[config.mk]
export PLATFORM = sky130hd
export DESIGN_NAME = crtc_regbank
export DESIGN_NICKNAME = d
export VERILOG_FILES = /design/src/rtl/crtc_regbank_pkg.sv /design/src/rtl/crtc_ptr.sv /design/src/rtl/crtc_cfg_file.sv /design/src/rtl/crtc_lpen.sv /design/src/rtl/crtc_regbank.sv
export SDC_FILE = /design/constraint.sdc
export NUM_CORES = 1
export LEC_CHECK = 0
export BUFFER_PORTS_ARGS = -buffer_cell sky130_fd_sc_hd__buf_2
export CAP_MARGIN = 10
export CORE_UTILIZATION = 37
export DETAILED_ROUTE_END_ITERATION = 8
export PLACE_DENSITY = 0.6
export SYNTH_ARGS = -nofsm -noshare
export SYNTH_HDL_FRONTEND = slang
export SYNTH_HIERARCHICAL = 1
export SYNTH_SLANG_ARGS = --single-unit
[constraint.sdc]
create_clock -name clk -period 1.66 [get_ports clk]
set_clock_uncertainty 0.1 [all_clocks]
set_input_delay 0.332 -clock clk [delete_from_list [all_inputs] [get_ports clk]]
set_output_delay 0.332 -clock clk [all_outputs]
set_load 0.03 [all_outputs]
[src/rtl/crtc_regbank_pkg.sv]
package crtc_regbank_pkg;
  localparam int DW       = 8;
  localparam int NUM_REGS = 18;
  localparam int PTR_W    = 5;
  localparam int MA_W     = 14;
  localparam int LPEN_HI  = 16;
  localparam int LPEN_LO  = 17;
  localparam int FIRST_RD = 12;
  localparam int CFG_W    = NUM_REGS * DW;

  // implemented-bit mask for one register index
  function automatic logic [DW-1:0] impl_mask(input logic [PTR_W-1:0] idx);
    case (idx)
      5'd0, 5'd1, 5'd2, 5'd3, 5'd13, 5'd15, 5'd17: impl_mask = 8'hFF;
      5'd4, 5'd6, 5'd7, 5'd10:                     impl_mask = 8'h7F;
      5'd5, 5'd9, 5'd11:                           impl_mask = 8'h1F;
      5'd8:                                        impl_mask = 8'h03;
      5'd12, 5'd14, 5'd16:                         impl_mask = 8'h3F;
      default:                                     impl_mask = 8'h00;
    endcase
  endfunction

  function automatic logic host_can_write(input logic [PTR_W-1:0] idx);
    return idx < PTR_W'(LPEN_HI);
  endfunction

  function automatic logic host_can_read(input logic [PTR_W-1:0] idx);
    return (idx >= PTR_W'(FIRST_RD)) && (idx <= PTR_W'(LPEN_LO));
  endfunction

  function automatic logic [DW-1:0] status_byte(input logic flag, input logic blank);
    return {1'b1, flag, blank, 5'b00000};
  endfunction
endpackage

[src/rtl/crtc_ptr.sv]
module crtc_ptr
  import crtc_regbank_pkg::*;
(
  input  logic             clk,
  input  logic             rst,
  input  logic             sel_we,
  input  logic [PTR_W-1:0] sel_val,
  output logic [PTR_W-1:0] ptr
);
  always_ff @(posedge clk) begin
    if (rst)         ptr <= '0;
    else if (sel_we) ptr <= sel_val;
  end

  // pointer is held between select writes
  assert_ptr_hold_R1: assert property (@(posedge clk) disable iff (rst)
    !sel_we |=> $stable(ptr));
endmodule

[src/rtl/crtc_cfg_file.sv]
module crtc_cfg_file
  import crtc_regbank_pkg::*;
(
  input  logic                           clk,
  input  logic                           rst,
  input  logic                           data_we,
  input  logic [PTR_W-1:0]               ptr,
  input  logic [DW-1:0]                  wdata,
  input  logic                           lpen_load,
  input  logic [MA_W-1:0]                lpen_addr,
  output logic [NUM_REGS-1:0][DW-1:0]    regs
);
  logic wr_ok;
  assign wr_ok = data_we && host_can_write(ptr);

  for (genvar i = 0; i < NUM_REGS; i++) begin : g_reg
    if (i == LPEN_HI) begin : g_lhi
      always_ff @(posedge clk) begin
        if (rst)            regs[i] <= '0;
        else if (lpen_load) regs[i] <= DW'(lpen_addr[MA_W-1:DW]) & impl_mask(PTR_W'(i));
      end
    end else if (i == LPEN_LO) begin : g_llo
      always_ff @(posedge clk) begin
        if (rst)            regs[i] <= '0;
        else if (lpen_load) regs[i] <= lpen_addr[DW-1:0] & impl_mask(PTR_W'(i));
      end
    end else begin : g_host
      logic hit;
      assign hit = wr_ok && (ptr == PTR_W'(i));
      always_ff @(posedge clk) begin
        if (rst)      regs[i] <= '0;
        else if (hit) regs[i] <= wdata & impl_mask(PTR_W'(i));
      end
    end
  end

  // locked or out-of-range writes leave the whole file unchanged
  assert_locked_write_R3: assert property (@(posedge clk) disable iff (rst)
    (data_we && !host_can_write(ptr) && !lpen_load) |=> $stable(regs));
  // a permitted write is visible next cycle with unused bits cleared
  assert_masked_store_R2: assert property (@(posedge clk) disable iff (rst)
    wr_ok |=> ((regs[$past(ptr)] & ~impl_mask($past(ptr))) == '0));
endmodule

[src/rtl/crtc_lpen.sv]
module crtc_lpen
  import crtc_regbank_pkg::*;
(
  input  logic             clk,
  input  logic             rst,
  input  logic             lpen_stb,
  input  logic             data_rd,
  input  logic [PTR_W-1:0] ptr,
  output logic             capture,
  output logic             flag
);
  logic stb_q, seen_hi, seen_lo, hi_n, lo_n, both_read;

  assign capture   = lpen_stb && !stb_q;
  assign hi_n      = seen_hi || (data_rd && ptr == PTR_W'(LPEN_HI));
  assign lo_n      = seen_lo || (data_rd && ptr == PTR_W'(LPEN_LO));
  assign both_read = hi_n && lo_n;

  always_ff @(posedge clk) begin
    if (rst) begin
      stb_q <= 1'b0; flag <= 1'b0; seen_hi <= 1'b0; seen_lo <= 1'b0;
    end else begin
      stb_q <= lpen_stb;
      if (capture) begin
        flag <= 1'b1; seen_hi <= 1'b0; seen_lo <= 1'b0;
      end else if (both_read) begin
        flag <= 1'b0; seen_hi <= 1'b0; seen_lo <= 1'b0;
      end else begin
        seen_hi <= hi_n; seen_lo <= lo_n;
      end
    end
  end

  // a strobe edge always raises the flag
  assert_capture_sets_R6: assert property (@(posedge clk) disable iff (rst)
    capture |=> flag);
  // the flag only falls right after a data-port read
  assert_clear_on_read_R7: assert property (@(posedge clk) disable iff (rst)
    $fell(flag) |-> $past(data_rd));
endmodule

[src/rtl/crtc_regbank.sv]
module crtc_regbank
  import crtc_regbank_pkg::*;
(
  input  logic               clk,
  input  logic               rst,
  input  logic               sel_we,
  input  logic               data_we,
  input  logic               status_rd,
  input  logic               data_rd,
  input  logic [7:0]         wdata,
  output logic [7:0]         rdata,
  input  logic               lpen_stb,
  input  logic [13:0]        cur_addr,
  input  logic               blanking,
  output logic [CFG_W-1:0]   cfg_bus
);
  logic [PTR_W-1:0]            ptr;
  logic [NUM_REGS-1:0][DW-1:0] regs;
  logic                        capture, flag;
  logic [DW-1:0]               reg_view;

  crtc_ptr u_ptr (
    .clk(clk), .rst(rst), .sel_we(sel_we), .sel_val(wdata[PTR_W-1:0]), .ptr(ptr)
  );

  crtc_lpen u_lpen (
    .clk(clk), .rst(rst), .lpen_stb(lpen_stb), .data_rd(data_rd), .ptr(ptr),
    .capture(capture), .flag(flag)
  );

  crtc_cfg_file u_cfg (
    .clk(clk), .rst(rst), .data_we(data_we), .ptr(ptr), .wdata(wdata),
    .lpen_load(capture), .lpen_addr(cur_addr), .regs(regs)
  );

  always_comb begin
    reg_view = '1;
    if (host_can_read(ptr)) reg_view = regs[ptr];
  end

  assign rdata   = status_rd ? status_byte(flag, blanking) : reg_view;
  assign cfg_bus = regs;

  // unreadable selection returns all ones
  assert_unreadable_ff_R4: assert property (@(posedge clk) disable iff (rst)
    (!status_rd && !host_can_read(ptr)) |-> (rdata == 8'hFF));
  // status byte fixed bits
  assert_status_fixed_R5: assert property (@(posedge clk) disable iff (rst)
    status_rd |-> (rdata[7] && rdata[4:0] == 5'd0 && rdata[5] == blanking));
endmodule

==> results.toml, run 1 <==
[drt]
drt_pass1_iterations = 4
vias = 4431
dr.first_iter.drc_count = 164
routed_wl_um = 15500
drc = 0
routedWlPerCell_um = 16.6
vias_per_cell = 4.74
final_antenna_net_count = 0

[clock_tree]
tritoncts = "built"
clk_pin_slew_ps = 60
cts.sinks = 128
cts_hold_buf = 0
h-tree-depth = 4
cts_buffer_depth = 2
cts_made_buffers = 17
worstSkewPairLatency_ps = 410
root_buffer = "clkbuf_16"

[grt]
antenna_found_initial = 1
grt_pass1_vias = 4434
grt_max_degree = 31
track_usage_pct = 19.8
grt_pass1_wl_um = 24200
grt_overflow_total = 0

[power_and_ir_drop]
ir_worst_vdd_mv = 0.715
pwr_density_cell_mw_per_mm2 = 968
power.leakage_nw = 4.13

[synth]
syn_area_mm2 = 0.00572
async_reset_ff_share_pct = 0
avgSynthCellArea_um2 = 10.9
ys.flop_type = "dfxtp_1"
synth_seq_cells = 128
syn_inst = 527
ys_warn_count = 6
synth-edff-count = 0
synthDistinctLibCells = 39
synth-seq-area-share_pct = 44.8

[floorplan]
rows = 45
die_y_um = 126
ioPinCount = 182
die-area_mm2 = 0.0160
initial_core_util_pct = 37.8
coreArea_mm2 = 0.0151
die_w_um = 126

[critical_path]
crit_fanout = 8
ff2ff_path_depth = 5
r2r_end = "u_lpen/seen_lo"
crit_path_end_kind = "output pin"
worst_r2r_startpoint = "u_ptr/ptr[1]"
startpoint_type = "flip-flop"
reg2reg_slack_ps = -140
criticalPathCategory = "flip-flop to output pin"
required_ps = 1230
worstPathArrival_ps = 1820

[timing]
fin_crit_sh_pct = 136
setup_violations = 10
hold_viol_final = 0
fin_ws_ps = -590
rsz0062_at_grt = "yes"
min_period_ps = 2250
fmax_ghz = 0.444
slew_viol_final = 0
whs_ps = 53.8

[final_layout]
multi_input_area_mm2 = 0.00305
fill_cells = 1378
seq_area_mm2 = 0.00257
layout.nets = 763
final_cell_area_mm2 = 0.00785
area_growth_pct = 37.3
drive_above_1_share_pct = 41.7

[outcome]
violations = "negative setup slack"
outcome = "finished, violations left"

[worst_hold_path]
min_path_cells = 2
whs_endpoint = "u_lpen/stb_q"
worstHoldPathType = "primary input to flip-flop"
hp-start = "lpen_stb"

[placement]
dp_hpwl_um = 11100
place_area_mm2 = 0.00707
io_buffer_count = 156
gp_congestion = 0.789

[job]
maxCapViolCount = 0
## what timing repair did
item | in CTS | in global routing
pin swaps | 6 | 7
setup endpoints to repair | 11 | 55
setup buffers | 5 | 0
gates resized for setup | 26 | 23
## worst max path at each step
stage / start / to / slack [ps] / cells past startpoint
2_1_floorplan: u_ptr/ptr[0] / rdata[1] / -100 / 5
3_3_place_gp: u_ptr/ptr[0] / rdata[4] / -310 / 4
3_5_place_dp: u_ptr/ptr[0] / rdata[4] / -320 / 4
4_1_cts: u_ptr/ptr[0] / rdata[3] / -640 / 5
5_1_grt: u_ptr/ptr[0] / rdata[3] / -660 / 5
6_report: u_ptr/ptr[0] / rdata[3] / -590 / 5
## Yosys cell counts (2+ instances only)
cell type / count / area (um^2)
buf_2: 12 / 60.1
buf_4: 28 / 210
mux2_2: 3 / 33.8
clkbuf_1: 17 / 63.8
nor2_1: 25 / 93.8
nand2_2: 9 / 56.3
buf_6: 2 / 22.5
nand2_1: 8 / 30.0
mux2i_1: 129 / 1290
mux4_2: 2 / 45.0
or3_1: 2 / 12.5
dfxtp_1: 128 / 2560
mux4_1: 6 / 158
inv_1: 2 / 7.51
o21ai_1: 4 / 20.0
nor2b_1: 3 / 18.8
a2111oi_2: 2 / 30.0
o22ai_1: 4 / 25.0
a211oi_1: 6 / 45.0
nand2b_1: 115 / 719
nand3_4: 2 / 35.0
## layout by cell type, fill, tap and decap left out, types with 2 or more instances in the layout
master      count
dfxtp_2         2
mux2_2          3
nor2_2          2
buf_2         147
inv_1           2
or3_4           3
dfxtp_1       125
and2_2          2
clkinvlp_4      4
nand2_4         5
clkbuf_16      17
buf_12          4
mux4_2          6
mux4_1          2
inv_6           4
o21ai_2         2
o21ai_1         2
nor2b_1         3
nand2_2         5
buf_4          62
nor2_1         19
mux2i_1       129
clkinv_4        4
nand2b_1      115
o22ai_2         3
a211oi_4        5
nor2_4          4
buf_6          11
nor4b_4         2
nand2_1         7
nand3_4         2
a2111oi_4       2
conb_1         25
## report_power, final
| group | internal (mW) | switching, mW |
|---|---|---|
| clock | 2.08 | 1.45 |
| combinational | 0.351 | 0.536 |
| sequential | 3.14 | 0.0477 |
| total | 5.57 | 2.03 |
## critical path, cell delays in order, from the launching register on
cell	delay [ps]
dfxtp_4	430
buf_6	140
mux4_2	520
nor2_4	120
a211oi_4	50
buf_6	150
## area by class of cell
cell class / instances / share of cell area [%]
Tap cell: 188 / 3.00
Clock buffer: 18 / 5.47
Antenna cell: 1 / 0.0319
Inverter: 2 / 0.0956
Sequential cell: 128 / 32.7
Multi-Input combinational cell: 359 / 38.9
Clock inverter: 14 / 1.72
Timing Repair Buffer: 225 / 18.1
## flip-flops by register name (all words and copies together), names as in the netlist
register	flops
u_cfg/regs	119
u_lpen/seen_hi	1
u_lpen/flag	1
u_ptr/ptr	5
u_lpen/seen_lo	1
u_lpen/stb_q	1
## kinds of logic (layout without fill, tap and decap cells)
family,Yosys count,count (layout),synth area share (%)
and+or+nand+nor,178,178,19.4
muxes,140,140,26.7
DFF,128,128,44.8
buffers and inverters,64,259,6.87
AOI/OAI and AO/OA,16,16,2.10
other,1,26,0.0656
## stage by stage
step	cells	setup slack, ps	util [%]	total power [mW]	setup TNS, ps
floorplan	551	-98.8	-	3.87	-639
global placement	897	-305	46.7	4.06	-2000
global route	935	-662	51.8	7.88	-5280
CTS	934	-640	51.3	7.66	-5160
finish	935	-590	51.8	7.60	-4730
detailed placement	897	-318	46.7	4.08	-2180
## layer usage
| layer | wire length [um] | GRT usage, % |
|---|---|---|
| met5 | 0 | 0 |
| met4 | 180 | 5.81 |
| met3 | 934 | 6.20 |
| met2 | 7370 | 32.8 |
| met1 | 7020 | 24.7 |
(Power assumes the default switching activity.)
==> inputs of run 2 (changes only) <==
--- a/config.mk
+++ b/config.mk
@@ -5,11 +5,12 @@
 export SDC_FILE = /design/constraint.sdc
 export NUM_CORES = 1
 export LEC_CHECK = 0
+export ABC_AREA = 1
 export BUFFER_PORTS_ARGS = -buffer_cell sky130_fd_sc_hd__buf_2
 export CAP_MARGIN = 10
 export CORE_UTILIZATION = 37
 export DETAILED_ROUTE_END_ITERATION = 8
-export PLACE_DENSITY = 0.6
+export PLACE_DENSITY = 0.59
 export SYNTH_ARGS = -nofsm -noshare
 export SYNTH_HDL_FRONTEND = slang
 export SYNTH_HIERARCHICAL = 1
==> run 2 against run 1 <==
  * Die area is 15% higher
  * Area after synthesis increased by 15%
  * The run still ends with negative setup slack left
  * Fmax increased by 12%
  * Largest cell class unchanged
  * Non-clock buffer count shrank 20
  * First-iteration DRC count up 150%
  * Worst hold slack got worse by 27 ps
  * Global-route usage grew 1.3 points
==> results.toml, run 2 <==
[outcome]
outcome = "finished, violations left"
violations = "negative setup slack"

[synth]
synth_adder_area_share_pct = 0
synthSimpleGateAreaFrac_pct = 40.4
post-synth-top-count-cell = "nand2_1"
async_reset_ff_share_pct = 0
avgSynthCellArea_um2 = 6.09
ys_warn_count = 6
syn_inst = 1077
synth_common_cells = "293 x nand2_1, 211 x inv_1, 199 x nor2_1, 128 x dfxtp_1, 122 x nand3_1"
ys.flop_type = "dfxtp_1"
synthMuxAreaShare_pct = 0
synth-edff-count = 0
synth-seq-area-share_pct = 39.0
yosys.area.top_type = "dfxtp_1"
synth_seq_cells = 128
synth_top_family_by_area = "simple AND/OR/NAND/NOR gates"
yosys.area.top_type_share_pct = 39.0
synthDistinctLibCells = 21
synthXorXnorAreaFrac_pct = 0
syn_area_mm2 = 0.00656
synth_compound_area_share_pct = 1.07
ys_top_cells_by_area = "dfxtp_1 39%, nand2_1 17%, inv_1 12%"

[drt]
drt_pass1_iterations = 5
routed_wl_um = 19200
final_antenna_net_count = 0
routedWlPerCell_um = 12.9
vias = 6532
dr.first_iter.drc_count = 406
drc = 0
vias_per_cell = 4.38

[timing]
slew_viol_final = 0
fmax_ghz = 0.500
hold_viol_final = 0
setup_violations = 8
fin_crit_sh_pct = 121
rsz0062_at_grt = "yes"
min_period_ps = 2000
fin_ws_ps = -342

[final_layout]
layout.nets = 1283
layout_commonest_cell = "nand2_1"
multi_input_area_mm2 = 0.00300
mostFrequentLayoutCells = "283 x nand2_1, 207 x inv_1, 193 x nor2_1"
largest_reg_flops = 119
stdcell_count = 1492
area_growth_pct = 32.5
top_regs = "u_cfg/regs (119), u_ptr/ptr (5)"
seq_area_mm2 = 0.00257
regMostFlops = "u_cfg/regs"
fill_cells = 1809
drive_above_1_share_pct = 24.1

[power_and_ir_drop]
ir_worst_vdd_mv = 0.740
p_sw_mw = 2.39
pwr_density_cell_mw_per_mm2 = 985
seq_power_share_pct = 37.9
internal_power_mw = 6.18
switching_share_pct = 27.9
power.leakage_nw = 4.69
power.total_mw = 8.57
combPwrFrac_pct = 15.0
clkPwrFrac_pct = 47.2

[clock_tree]
tritoncts = "built"
cts_hold_buf = 0
h-tree-depth = 4
cts_buffer_depth = 2
worstSkewPairLatency_ps = 420
root_buffer = "clkbuf_16"
cts.sinks = 128
cts_made_buffers = 17
clk_pin_slew_ps = 60

[grt]
track_usage_pct = 21.1
grt_pass1_vias = 5736
grt_pass1_wl_um = 29500
grt_overflow_total = 0
antenna_found_initial = 1
grt_max_degree = 64

[floorplan]
die_y_um = 135
die_w_um = 135
initial_core_util_pct = 37.9
rows = 48
coreArea_mm2 = 0.0173
die-area_mm2 = 0.0183
ioPinCount = 182

[critical_path]
required_ps = 1230
startpoint_type = "flip-flop"
crit_path_end_kind = "output pin"
crit_fanout = 24
criticalPathCategory = "flip-flop to output pin"
worstPathArrival_ps = 1570

[placement]
dp.cells = 1452
io_buffer_count = 156
gp_congestion = 0.786
post-place-ws_ps = -47.7
dp_hpwl_um = 12800

[job]
maxCapViolCount = 0

[worst_hold_path]
worstHoldPathType = "primary input to flip-flop"
## run 2: changes by cell type after synthesis, sizes merged, moves of 8 or more
cell / delta
buf: +14
inv: +215
mux2i: -129
mux4: -8
nand2: +292
nand2b: -115
nand3: +121
nor2: +183
o21ai: +10
## run 2: critical path, cell delays in order, from the launching register on
cell	delay (ps)
dfxtp_4	400
buf_12	160
inv_16	70
nand2_2	60
nand3_2	70
nand2_1	80
nand2_1	40
nand2_1	80
nand2_2	50
buf_6	130
## run 2: layer usage
layer / vias up / track usage [%] / part of all wire, %
met3: 20 / 4.30 / 5.4
met1: 2886 / 27.9 / 47
met2: 173 / 33.9 / 46
met5: - / 0 / 0
li1: 3453 / - / -
met4: 0 / 7.49 / 1.3
## run 2: layout make-up
type	instances	area share, %
antenna	1	0.0288
clock inverter	12	2.09
multi-input combinational	681	34.4
sequential	128	29.5
timing repair buffer	205	15.6
tap	225	3.24
inverter	220	9.87
clock buffer	20	5.25
## run 2: path summary, 6_finish.rpt
check,startpoint,end,slack (ps),cells past startpoint
worst max-delay path,u_ptr/ptr[0],rdata[5],-340,9
worst min-delay path,cur_addr[13],u_cfg/regs[133],30,3
worst max register to register,u_ptr/ptr[0],u_cfg/regs[115],70,9
worst min register to register,u_lpen/flag,u_lpen/flag,380,2
## run 2: repair_timing
item | in CTS | in global routing
gates resized for setup | 58 | 25
setup endpoints to repair | 25 | 110
gates cloned | 3 | 2
pin swaps | 21 | 8
buffers inserted | 4 | 0
## run 2: power by group through the flow
stage | combinational, mW | sequential, mW | clock (mW)
6_report | 1.28 | 3.24 | 4.04
5_1_grt | 1.40 | 3.25 | 4.26
4_1_cts | 1.27 | 3.24 | 4.14
3_5_place_dp | 1.16 | 3.30 | 0
3_3_place_gp | 1.15 | 3.31 | 0
2_1_floorplan | 0.690 | 3.46 | 0
## run 2: kinds of logic (layout without fill, tap and decap cells)
group | Yosys count | after routing
other | 1 | 26
AND/OR/NAND/NOR | 642 | 642
flip-flops | 128 | 128
AO/OA/AOI/OAI | 14 | 14
buffers and inverters | 292 | 457
## run 2: per-stage QoR
step | hold slack [ps] | TNS, ps | util [%] | cell area, um^2
4_1_cts | 4.40 | -3150 | 49.9 | 8630
5_1_grt | 19.3 | -3400 | 50.3 | 8690
6_report | 27.2 | -2590 | 50.3 | 8700
2_1_floorplan | 304 | 0 | - | 6660
3_5_place_dp | 370 | -144 | 44.4 | 7680
3_3_place_gp | 361 | -22.5 | 44.4 | 7680
